File: src/rtl/mq_flag_pkg.sv
package mq_flag_pkg;

  localparam int MQ_MAX_Q = 32;
  localparam int MQ_DEP_W = 16;

  typedef logic [MQ_MAX_Q*MQ_DEP_W-1:0] mq_depth_vec_t;

  // Default depth layout: even queues get maxd entries, odd queues maxd/2.
  function automatic mq_depth_vec_t mq_depth_table(input int maxd);
    mq_depth_vec_t t;
    t = '0;
    for (int q = 0; q < MQ_MAX_Q; q++) begin
      t[q*MQ_DEP_W +: MQ_DEP_W] = MQ_DEP_W'((q % 2 == 0) ? maxd : maxd / 2);
    end
    return t;
  endfunction

  function automatic int mq_clamp(input int v, input int lim);
    return (v > lim) ? lim : v;
  endfunction

endpackage

File: src/rtl/mq_port_sel.sv
module mq_port_sel #(
  parameter int NUM_Q  = 8,
  parameter int ADDR_W = 5,
  parameter int QW     = 3
) (
  input  logic              clk,
  input  logic              rst_n,
  input  logic              addr_en,
  input  logic [ADDR_W-1:0] addr,
  output logic [QW-1:0]     sel
);

  logic in_range;
  assign in_range = (addr < ADDR_W'(NUM_Q));

  always_ff @(posedge clk or negedge rst_n) begin
    if (!rst_n) begin
      sel <= '0;
    end else if (addr_en && in_range) begin
      sel <= addr[QW-1:0];
    end
  end

endmodule

File: src/rtl/mq_occ_bank.sv
module mq_occ_bank
  import mq_flag_pkg::*;
#(
  parameter int            NUM_Q    = 8,
  parameter int            CNT_W    = 7,
  parameter int            QW       = 3,
  parameter mq_depth_vec_t Q_DEPTHS = mq_depth_table(64)
) (
  input  logic                          clk,
  input  logic                          rst_n,
  input  logic                          wr_en,
  input  logic [QW-1:0]                 wr_sel,
  input  logic                          rd_en,
  input  logic [QW-1:0]                 rd_sel,
  output logic [NUM_Q-1:0][CNT_W-1:0]   occ
);

  for (genvar q = 0; q < NUM_Q; q++) begin : g_q
    localparam logic [CNT_W-1:0] DEP = CNT_W'(Q_DEPTHS[q*MQ_DEP_W +: MQ_DEP_W]);
    logic [CNT_W-1:0] cnt_q;
    logic             inc, dec;

    // Both strobes are judged on the count held before the edge.
    assign inc = wr_en && (wr_sel == QW'(q)) && (cnt_q != DEP);
    assign dec = rd_en && (rd_sel == QW'(q)) && (cnt_q != '0);

    always_ff @(posedge clk or negedge rst_n) begin
      if (!rst_n) begin
        cnt_q <= '0;
      end else if (inc && !dec) begin
        cnt_q <= cnt_q + 1'b1;
      end else if (dec && !inc) begin
        cnt_q <= cnt_q - 1'b1;
      end
    end

    assign occ[q] = cnt_q;
  end

endmodule

File: src/rtl/mq_offset_regs.sv
module mq_offset_regs
  import mq_flag_pkg::*;
#(
  parameter int            NUM_Q     = 8,
  parameter int            ADDR_W    = 5,
  parameter int            CNT_W     = 7,
  parameter bit            DEF_LARGE = 1'b0,
  parameter mq_depth_vec_t Q_DEPTHS  = mq_depth_table(64)
) (
  input  logic                        clk,
  input  logic                        rst_n,
  input  logic                        load,
  input  logic [ADDR_W-1:0]           qid,
  input  logic [CNT_W-1:0]            af_in,
  input  logic [CNT_W-1:0]            ae_in,
  output logic [NUM_Q-1:0][CNT_W-1:0] af_off,
  output logic [NUM_Q-1:0][CNT_W-1:0] ae_off
);

  localparam int DEF_OFF = DEF_LARGE ? 128 : 8;

  for (genvar q = 0; q < NUM_Q; q++) begin : g_q
    localparam int               DQ  = int'(Q_DEPTHS[q*MQ_DEP_W +: MQ_DEP_W]);
    localparam logic [CNT_W-1:0] DEP = CNT_W'(DQ);
    localparam logic [CNT_W-1:0] IV  = CNT_W'(mq_clamp(DEF_OFF, DQ));
    logic [CNT_W-1:0] m_q, n_q;
    logic             hit;

    assign hit = load && (qid == ADDR_W'(q));

    always_ff @(posedge clk or negedge rst_n) begin
      if (!rst_n) begin
        m_q <= IV;
        n_q <= IV;
      end else if (hit) begin
        m_q <= (af_in > DEP) ? DEP : af_in;
        n_q <= (ae_in > DEP) ? DEP : ae_in;
      end
    end

    assign af_off[q] = m_q;
    assign ae_off[q] = n_q;
  end

endmodule

File: src/rtl/mq_flag_pipe.sv
module mq_flag_pipe #(
  parameter int STAGES  = 3,
  parameter bit RST_VAL = 1'b1
) (
  input  logic clk,
  input  logic rst_n,
  input  logic d,
  output logic q
);

  logic [STAGES-1:0] sr;

  always_ff @(posedge clk or negedge rst_n) begin
    if (!rst_n) begin
      sr <= {STAGES{RST_VAL}};
    end else begin
      sr <= {sr[STAGES-2:0], d};
    end
  end

  assign q = sr[STAGES-1];

endmodule

File: src/rtl/mq_flag_unit.sv
module mq_flag_unit
  import mq_flag_pkg::*;
#(
  parameter int            NUM_Q      = 8,
  parameter int            ADDR_W     = 5,
  parameter int            MAX_DEPTH  = 64,
  parameter int            FLAG_STAGES = 3,
  parameter bit            DEF_LARGE  = 1'b0,
  parameter mq_depth_vec_t Q_DEPTHS   = mq_depth_table(MAX_DEPTH),
  localparam int           CNT_W      = $clog2(MAX_DEPTH + 1),
  localparam int           QW         = $clog2(NUM_Q)
) (
  input  logic              clk,
  input  logic              rst_n,
  input  logic              wr_addr_en,
  input  logic [ADDR_W-1:0] wr_addr,
  input  logic              wr_en,
  input  logic              rd_addr_en,
  input  logic [ADDR_W-1:0] rd_addr,
  input  logic              rd_en,
  input  logic              cfg_we,
  input  logic [ADDR_W-1:0] cfg_qid,
  input  logic [CNT_W-1:0]  cfg_af_off,
  input  logic [CNT_W-1:0]  cfg_ae_off,
  output logic              af_n,
  output logic              ae_n
);

  logic [QW-1:0]                 wr_sel, rd_sel;
  logic [NUM_Q-1:0][CNT_W-1:0]   occ, af_off, ae_off, dep_arr;
  logic                          cfg_load;
  logic [CNT_W-1:0]              wr_cnt, wr_dep, wr_m, rd_cnt, rd_n;
  logic                          af_now, ae_now;

  for (genvar q = 0; q < NUM_Q; q++) begin : g_dep
    assign dep_arr[q] = CNT_W'(Q_DEPTHS[q*MQ_DEP_W +: MQ_DEP_W]);
  end

  mq_port_sel #(.NUM_Q(NUM_Q), .ADDR_W(ADDR_W), .QW(QW)) u_wsel (
    .clk(clk), .rst_n(rst_n), .addr_en(wr_addr_en), .addr(wr_addr), .sel(wr_sel)
  );

  mq_port_sel #(.NUM_Q(NUM_Q), .ADDR_W(ADDR_W), .QW(QW)) u_rsel (
    .clk(clk), .rst_n(rst_n), .addr_en(rd_addr_en), .addr(rd_addr), .sel(rd_sel)
  );

  mq_occ_bank #(.NUM_Q(NUM_Q), .CNT_W(CNT_W), .QW(QW), .Q_DEPTHS(Q_DEPTHS)) u_occ (
    .clk(clk), .rst_n(rst_n),
    .wr_en(wr_en), .wr_sel(wr_sel),
    .rd_en(rd_en), .rd_sel(rd_sel),
    .occ(occ)
  );

  // Offsets change only while neither strobe is active.
  assign cfg_load = cfg_we && !wr_en && !rd_en;

  mq_offset_regs #(
    .NUM_Q(NUM_Q), .ADDR_W(ADDR_W), .CNT_W(CNT_W),
    .DEF_LARGE(DEF_LARGE), .Q_DEPTHS(Q_DEPTHS)
  ) u_off (
    .clk(clk), .rst_n(rst_n), .load(cfg_load), .qid(cfg_qid),
    .af_in(cfg_af_off), .ae_in(cfg_ae_off),
    .af_off(af_off), .ae_off(ae_off)
  );

  assign wr_cnt = occ[wr_sel];
  assign wr_dep = dep_arr[wr_sel];
  assign wr_m   = af_off[wr_sel];
  assign rd_cnt = occ[rd_sel];
  assign rd_n   = ae_off[rd_sel];

  // m never exceeds D, so the subtraction cannot wrap.
  assign af_now = (wr_cnt >= (wr_dep - wr_m));
  assign ae_now = (rd_cnt <= rd_n);

  mq_flag_pipe #(.STAGES(FLAG_STAGES), .RST_VAL(1'b1)) u_af_pipe (
    .clk(clk), .rst_n(rst_n), .d(~af_now), .q(af_n)
  );

  mq_flag_pipe #(.STAGES(FLAG_STAGES), .RST_VAL(1'b0)) u_ae_pipe (
    .clk(clk), .rst_n(rst_n), .d(~ae_now), .q(ae_n)
  );

endmodule

File: config.mk
export PLATFORM = sky130hd
export DESIGN_NAME = mq_flag_unit
export DESIGN_NICKNAME = d
export VERILOG_FILES = /design/src/rtl/mq_flag_pkg.sv /design/src/rtl/mq_port_sel.sv /design/src/rtl/mq_occ_bank.sv /design/src/rtl/mq_offset_regs.sv /design/src/rtl/mq_flag_pipe.sv /design/src/rtl/mq_flag_unit.sv
export SDC_FILE = /design/constraint.sdc
export NUM_CORES = 1
export LEC_CHECK = 0
export ABC_AREA = 1
export BUFFER_PORTS_ARGS = -buffer_cell sky130_fd_sc_hd__clkbuf_2
export CAP_MARGIN = 20
export CORE_MARGIN = 2
export CORE_UTILIZATION = 65
export CTS_BUF_LIST = sky130_fd_sc_hd__clkbuf_8 sky130_fd_sc_hd__clkbuf_16
export CTS_CLUSTER_SIZE = 24
export DETAILED_ROUTE_END_ITERATION = 8
export PLACE_DENSITY = 0.91
export SYNTH_ARGS = -nofsm -noshare
export SYNTH_HDL_FRONTEND = slang
export SYNTH_SLANG_ARGS = --single-unit
File: constraint.sdc
create_clock -name clk -period 5.3 [get_ports clk]
set_input_delay 1.06 -clock clk [delete_from_list [all_inputs] [get_ports clk]]
set_output_delay 1.06 -clock clk [all_outputs]
set_load 0.05 [all_outputs]
# Word level (Yosys, flattened, before mapping)
# Memory sizes are Yosys's and may differ from the RTL's.
# Cells that the tools add are included.
dict set report word_totals {
  register_bits 180
  rom_bits 56
  inputBits 36
  output_inout_bits 2
  elab_cells 213
  n_memories 1
}
dict set report op_classes {
  add_sub_neg 17
  order_cmp 10
  n_eq_ne 29
  mux 29
  bitwise_logic 2
  reduce_logical 97
}
# memory words width rd rd_clocked_by_memory_dff write_ports line_no
set mem_list {}
lappend mem_list {{(name not given)} 8 7 1 0 0 mq_flag_unit.sv:67} ;# assign wr_dep = dep_arr[wr_sel];
# cell n
set ops {}
lappend ops {{$mux 7} 25}
lappend ops {{$bmux 7 s3} 4}
lappend ops {{$logic_and 1x1->1} 60}
lappend ops {{$add 7x1->7 const B} 8}
lappend ops {{$reduce_bool 7->1} 8}
lappend ops {{$sub 7x1->7 const B} 8}
lappend ops {{$ne 7x6->1 const B} 4}
lappend ops {{$ne 7x7->1 const B} 4}
lappend ops {{$eq 3x3->1 const B} 8}
lappend ops {{$eq 5x3->1 const B} 4}
lappend ops {{$logic_not 1->1} 18}
lappend ops {{$reduce_bool 2->1} 8}
lappend ops {{$gt 7x6->1 const B} 2}
lappend ops {{$gt 7x7->1 const B} 2}
lappend ops {{$eq 3x2->1 const B} 4}
lappend ops {{$eq 5x2->1 const B} 2}
lappend ops {{$lt 5x4->1 const B} 2}
lappend ops {{$lt 3x4->1 const B} 2}
lappend ops {{$ge 7x7->1} 1}
lappend ops {{$le 7x7->1} 1}
lappend ops {{$sub 7x7->7} 1}
lappend ops {{$eq 3x1->1 const B} 2}
lappend ops {{$logic_not 3->1} 2}
lappend ops {{$eq 5x1->1 const B} 1}
lappend ops {{other kinds (2)} 3}

# Longest topological paths before layout
dict set report depth {
  word_depth 7
  depth_mapped 20
  ltp_nobuf 19
}

# Modules after synthesis
# Synthesis repeated with hierarchy kept, for this count alone.
dict set report hier_totals {
  cells_unflattened 1721
  hier_area_um2 12111.6
}
# mod instances cells_each area_each_um2 seq_area_each_um2
set modules_own_cells {}
lappend modules_own_cells {mq_occ_bank 1 655 4631.9 1401.3}
lappend modules_own_cells {mq_offset_regs 1 518 4570.6 2822.7}
lappend modules_own_cells {mq_flag_unit 1 514 2504.9 0.0}
lappend modules_own_cells {mq_port_sel 2 14 125.1 75.1}
lappend modules_own_cells {{mq_flag_pipe at u_af_pipe} 1 3 78.8 78.8}
lappend modules_own_cells {{mq_flag_pipe at u_ae_pipe} 1 3 75.1 75.1}

# Least setup slack after synthesis
# No wires, ideal clock.
dict set report synth_timing {
  kind {input to register}
  from {input port rd_en}
  to {register u_occ.g_q[3].cnt_q[6]}
  setup_time_ns 0.121
  t_arrival_ns 2.683
  t_required_ns 5.179
  path_slack_ns 2.495
  cell_stages 14
  path_buffers 0
  path_cell_list {inv_1 nor2_1 o211ai_1 ha_1 inv_1 ha_1 a21oi_1 nand2_1 nand3_1 nand2_1 a21oi_1 o21ai_0 nand2_1 nand2_1}
}
dict set report synth_via {
  elab_chain_len 5
  word_cells_on_any_way 7
  classes_between {mux (1); reduce/logical (6)}
}
# element line_no
set synth_rtl {}
lappend synth_rtl {{from (decl)} mq_flag_unit.sv:20} ;# input logic rd_en,
lappend synth_rtl {{$logic_and 1x1->1 * (2 in series)} mq_occ_bank.sv:25} ;# assign dec = rd_en && (rd_sel == QW'(q)) && (cnt_q != '0);
lappend synth_rtl {{$logic_not 1->1} mq_occ_bank.sv:30} ;# end else if (inc && !dec) begin
lappend synth_rtl {{$logic_and 1x1->1} mq_occ_bank.sv:30}
lappend synth_rtl {{$mux 7 or $reduce_bool 2->1 (tied branches)} --}
lappend synth_rtl {{to (signal assigned)} mq_occ_bank.sv:31} ;# cnt_q <= cnt_q + 1'b1;
lappend synth_rtl {{to (signal assigned)} mq_occ_bank.sv:33} ;# cnt_q <= cnt_q - 1'b1;
lappend synth_rtl {{to (decl)} mq_occ_bank.sv:20} ;# logic [CNT_W-1:0] cnt_q;
# Every way passes the cells marked *; elsewhere a longest branch is shown, timed or not.
# A chain may end at the register's enable or synchronous reset.

# Final worst setup path
dict set report layout_timing {
  from {register u_wsel.sel[0]}
  to {register u_af_pipe.sr[0]}
}
dict set report layout_via {
  elab_chain_len 5
  word_cells_on_any_way 9
  classes_between {add/sub (1); order compare (1); mux (5); bitwise (1); memory (1)}
}
# element line_no
set layout_rtl {}
lappend layout_rtl {{from (decl)} mq_port_sel.sv:10} ;# output logic [QW-1:0] sel
lappend layout_rtl {{from (signal assigned)} mq_port_sel.sv:20} ;# sel <= addr[QW-1:0];
lappend layout_rtl {{$mem_v2 8x7 or $bmux 7 s3 (tied branches)} --}
lappend layout_rtl {{$mux 7, on equally long branches} {mq_flag_unit.sv:67, mq_flag_unit.sv:68}}
lappend layout_rtl {{$sub 7x7->7} mq_flag_unit.sv:73} ;# assign af_now = (wr_cnt >= (wr_dep - wr_m));
lappend layout_rtl {{$ge 7x7->1 *} mq_flag_unit.sv:73}
lappend layout_rtl {{$not 1->1 *} mq_flag_unit.sv:77} ;# .clk(clk), .rst_n(rst_n), .d(~af_now), .q(af_n)
lappend layout_rtl {{via u_af_pipe.d} mq_flag_pipe.sv:7} ;# input logic d,
lappend layout_rtl {{to (signal assigned)} mq_flag_pipe.sv:15} ;# sr <= {STAGES{RST_VAL}};
lappend layout_rtl {{to (signal assigned)} mq_flag_pipe.sv:17} ;# sr <= {sr[STAGES-2:0], d};
lappend layout_rtl {{to (decl)} mq_flag_pipe.sv:11} ;# logic [STAGES-1:0] sr;
# Mark *: on every way through the listed nets, which the timed path passes. The rest lies on a longest branch. The select of a mux whose other input is x is not followed.

==> metrics <==
vias in the first global route 9846; Root Buffer clkbuf_16; post-CTS sizing 0; FFs w/ async S/R, synth 1.00; unrepaired setup endpoints after global routing no; Synth area leader dfrtp_1; Post-synth EDFFs 0; wire length per cell 18.0 um; first-pass GRT wire length 48900 um; fin nets 1507; die height 135 um; setup bufs post-CTS 0; Reg clk slew, reported paths 0.08 ns; type of origin of the critical path register; die width 135 um; Non-Filler Instances 1632; Critical R2R Launch u_wsel.sel[0]; worst hold path type reg -> reg; Final Cell Area 0.0120 mm2; gr usage total 0.341; Cells after Synth 1373; pwr dens 478 mW/mm2; register area 0.00453 mm2; DR pass1 iterations 6; cts-stage hold buffer count 0; port buffer count 37; Hold EP u_ae_pipe.sr[2]; drt drc 0; multi-input logic area 0.00581 mm2; status finished, final reports clean; #FFs+latches synth 180; Max transition margin 0.324; DP Area 0.0114 mm2; largest net degree at the start of global routing 104; share of the synthesized area in the top cell type 0.362; Final Max Tran Viols 0; Vias 10100; WP data required 5.67 ns; Synth area leaders dfrtp_1 (36%), nand2_1 (13%), ha_1 (7.2%); Period Utilization, post-route 0.740; Initial DRC Count 1071; post-detailed-route via-to-cell ratio 6.22; worst vdd ir 0.319 mV; WS Path Type reg -> reg; Leak Pwr 5.61 nW; boundary pin count 38; hold path cells 0; crit path capture type register; TritonCTS Buffers 17; detailed-route wire length 29400 um; grt total ovfl 0; Max Buffers Root-to-Sink 2; synthesized area 0.0111 mm2; Yosys warning count 0; CP Max Fanout 22; hold path start u_ae_pipe.sr[1]; Final Hold Viols 0; Unique masters post-synth 49; Die Area 0.0182 mm2; post-route ant nets 0; R2R Path End u_af_pipe.sr[0]; Skew-Pair Late Insertion Delay 0.46 ns; pre-CTS setup slack 1.44 ns; Slew @ Worst Pin 1.01 ns; fraction of layout instances using a drive strength above 1 0.144; final-report setup violation count 0; Max H-tree Level 4; crit path DAT 4.29 ns; prevailing post-synth register cell dfrtp_1; CTS tree yes; cell count of the worst reg-to-reg path 18; initial antenna violation count 0; Core Region 0.0166 mm2; syn_nets 1481; placed cells 1600; Final min period 3.92 ns; Layout area overhead 7.74%; Syn Area/Cell 8.11 um2; Initial Util 0.669; Highest Clock Rate 0.255 GHz; Filler cells 1227; R2R Setup Slk 1.38 ns; setup TNS 0 ns; worst setup margin 1.38 ns; routability cong. 0.962; sequential area share after synthesis 0.407; ANT cells 0; CTS Sinks 180; Final HPWL DP 20600 um; max cap viols 0; standard-cell rows 47; Worst Skew 0.0150 ns
==> critical path, stage by stage (launching register included) <==
cell and delay, ns:
dfrtp_1 0.80, inv_2 0.25, nor2_1 0.82, a21oi_1 0.18, a31oi_1 0.18, a21oi_1 0.07
ha_1 0.33, inv_1 0.08, nor2_1 0.05, nand2_1 0.08, nand2_1 0.06, nand2_1 0.06
nand2_1 0.05, ha_1 0.30, nand2_1 0.10, inv_1 0.04, nand4_1 0.09, o211ai_1 0.11
a31oi_1 0.18
==> power by group <==
part | switching [mW] | internal (mW) | leakage, nW
sequential | 0.385 | 1.68 | 2.25
combinational | 1.49 | 0.858 | 3.07
clock | 0.643 | 0.679 | 0.293
==> layout make-up <==
class	count	share of cell area
Multi-Input combinational cell	1016	0.484
Tap cell	220	0.0229
Inverter	142	0.0455
Clock buffer	17	0.0355
Clock inverter	15	0.0155
Timing Repair Buffer	42	0.0191
Sequential cell	180	0.377
==> cell usage in the layout (no fill, tap or decap), drive strengths merged, types with 9 or more instances in the layout <==
cell       n
o21a       9
ha        64
dfstp     19
nor3      11
clkbuf    53
dfrtp    161
xnor2      9
a21oi     83
o211ai    16
nor2      99
nand2    400
nand4     19
nand3     47
o21ai    158
o22ai     32
inv      147
o2111ai   12
==> cells by family after synthesis <==
group	share of synthesized area
simple gates	0.228
compound gates	0.198
flops	0.407
buf+inv	0.0722
fa+ha+maj	0.0863
xor+xnor	0.00865
mux	0.00101
==> synthesized netlist by cell type, types with 2 or more instances <==
library cell,count
o22ai_1,32
o31ai_1,2
xnor2_1,9
a21oi_1,83
nand2_1,377
a31oi_1,4
or2_1,2
o2111ai_1,12
o211ai_1,16
buf_4,3
buf_2,8
nor2_1,88
buf_6,12
a32oi_1,4
nor2_8,3
a221oi_1,6
nand2_2,21
o21a_1,9
o31ai_2,2
fa_1,8
nor3_1,11
dfstp_2,19
clkbuf_1,11
clkinv_1,2
a22oi_1,8
nor2_4,5
ha_1,64
nand3_1,47
o311ai_0,2
nor2_2,3
inv_1,128
o21ai_2,58
inv_2,8
o32ai_1,6
nor4_1,6
inv_4,3
o21ai_0,74
xor2_1,2
o21ai_1,26
nand2_4,2
nand4_1,19
dfrtp_1,161
==> worst max path at each step <==
| stage | from | endpoint | depth (start not counted) |
|---|---|---|---|
| 2_1_floorplan | rd_en | u_occ.g_q[3].cnt_q[6] | 14 |
| 3_3_place_gp | u_wsel.sel[0] | u_af_pipe.sr[0] | 17 |
| 3_5_place_dp | u_wsel.sel[0] | u_af_pipe.sr[0] | 18 |
| 4_1_cts | u_wsel.sel[0] | u_af_pipe.sr[0] | 18 |
| 5_1_grt | u_wsel.sel[0] | u_af_pipe.sr[0] | 18 |
| 6_report | u_wsel.sel[0] | u_af_pipe.sr[0] | 18 |
==> through the flow <==
stage               hold WS (ns)  total power [mW]   util
detailed placement         0.336              4.33  0.684
floorplan                  0.331              3.69      -
global route               0.356              6.14  0.721
finish                     0.358              5.73  0.721
CTS                        0.354              5.67  0.721
global placement           0.344              4.21  0.684
==> sequential cells by signal (all words and copies together) (netlist names) <==
name	cells
u_ae_pipe.sr	3
u_af_pipe.sr	3
u_rsel.sel	3
u_occ.g_q.cnt_q	56
u_wsel.sel	3
u_off.g_q.m_q	56
u_off.g_q.n_q	56
==> layer usage <==
| layer | track usage | wire, um |
|---|---|---|
| met1 | 0.435 | 11800 |
| met2 | 0.556 | 14100 |
| met3 | 0.0687 | 2290 |
| met4 | 0.170 | 1240 |
| met5 | 0 | 0 |
(Power assumes the default switching activity.)
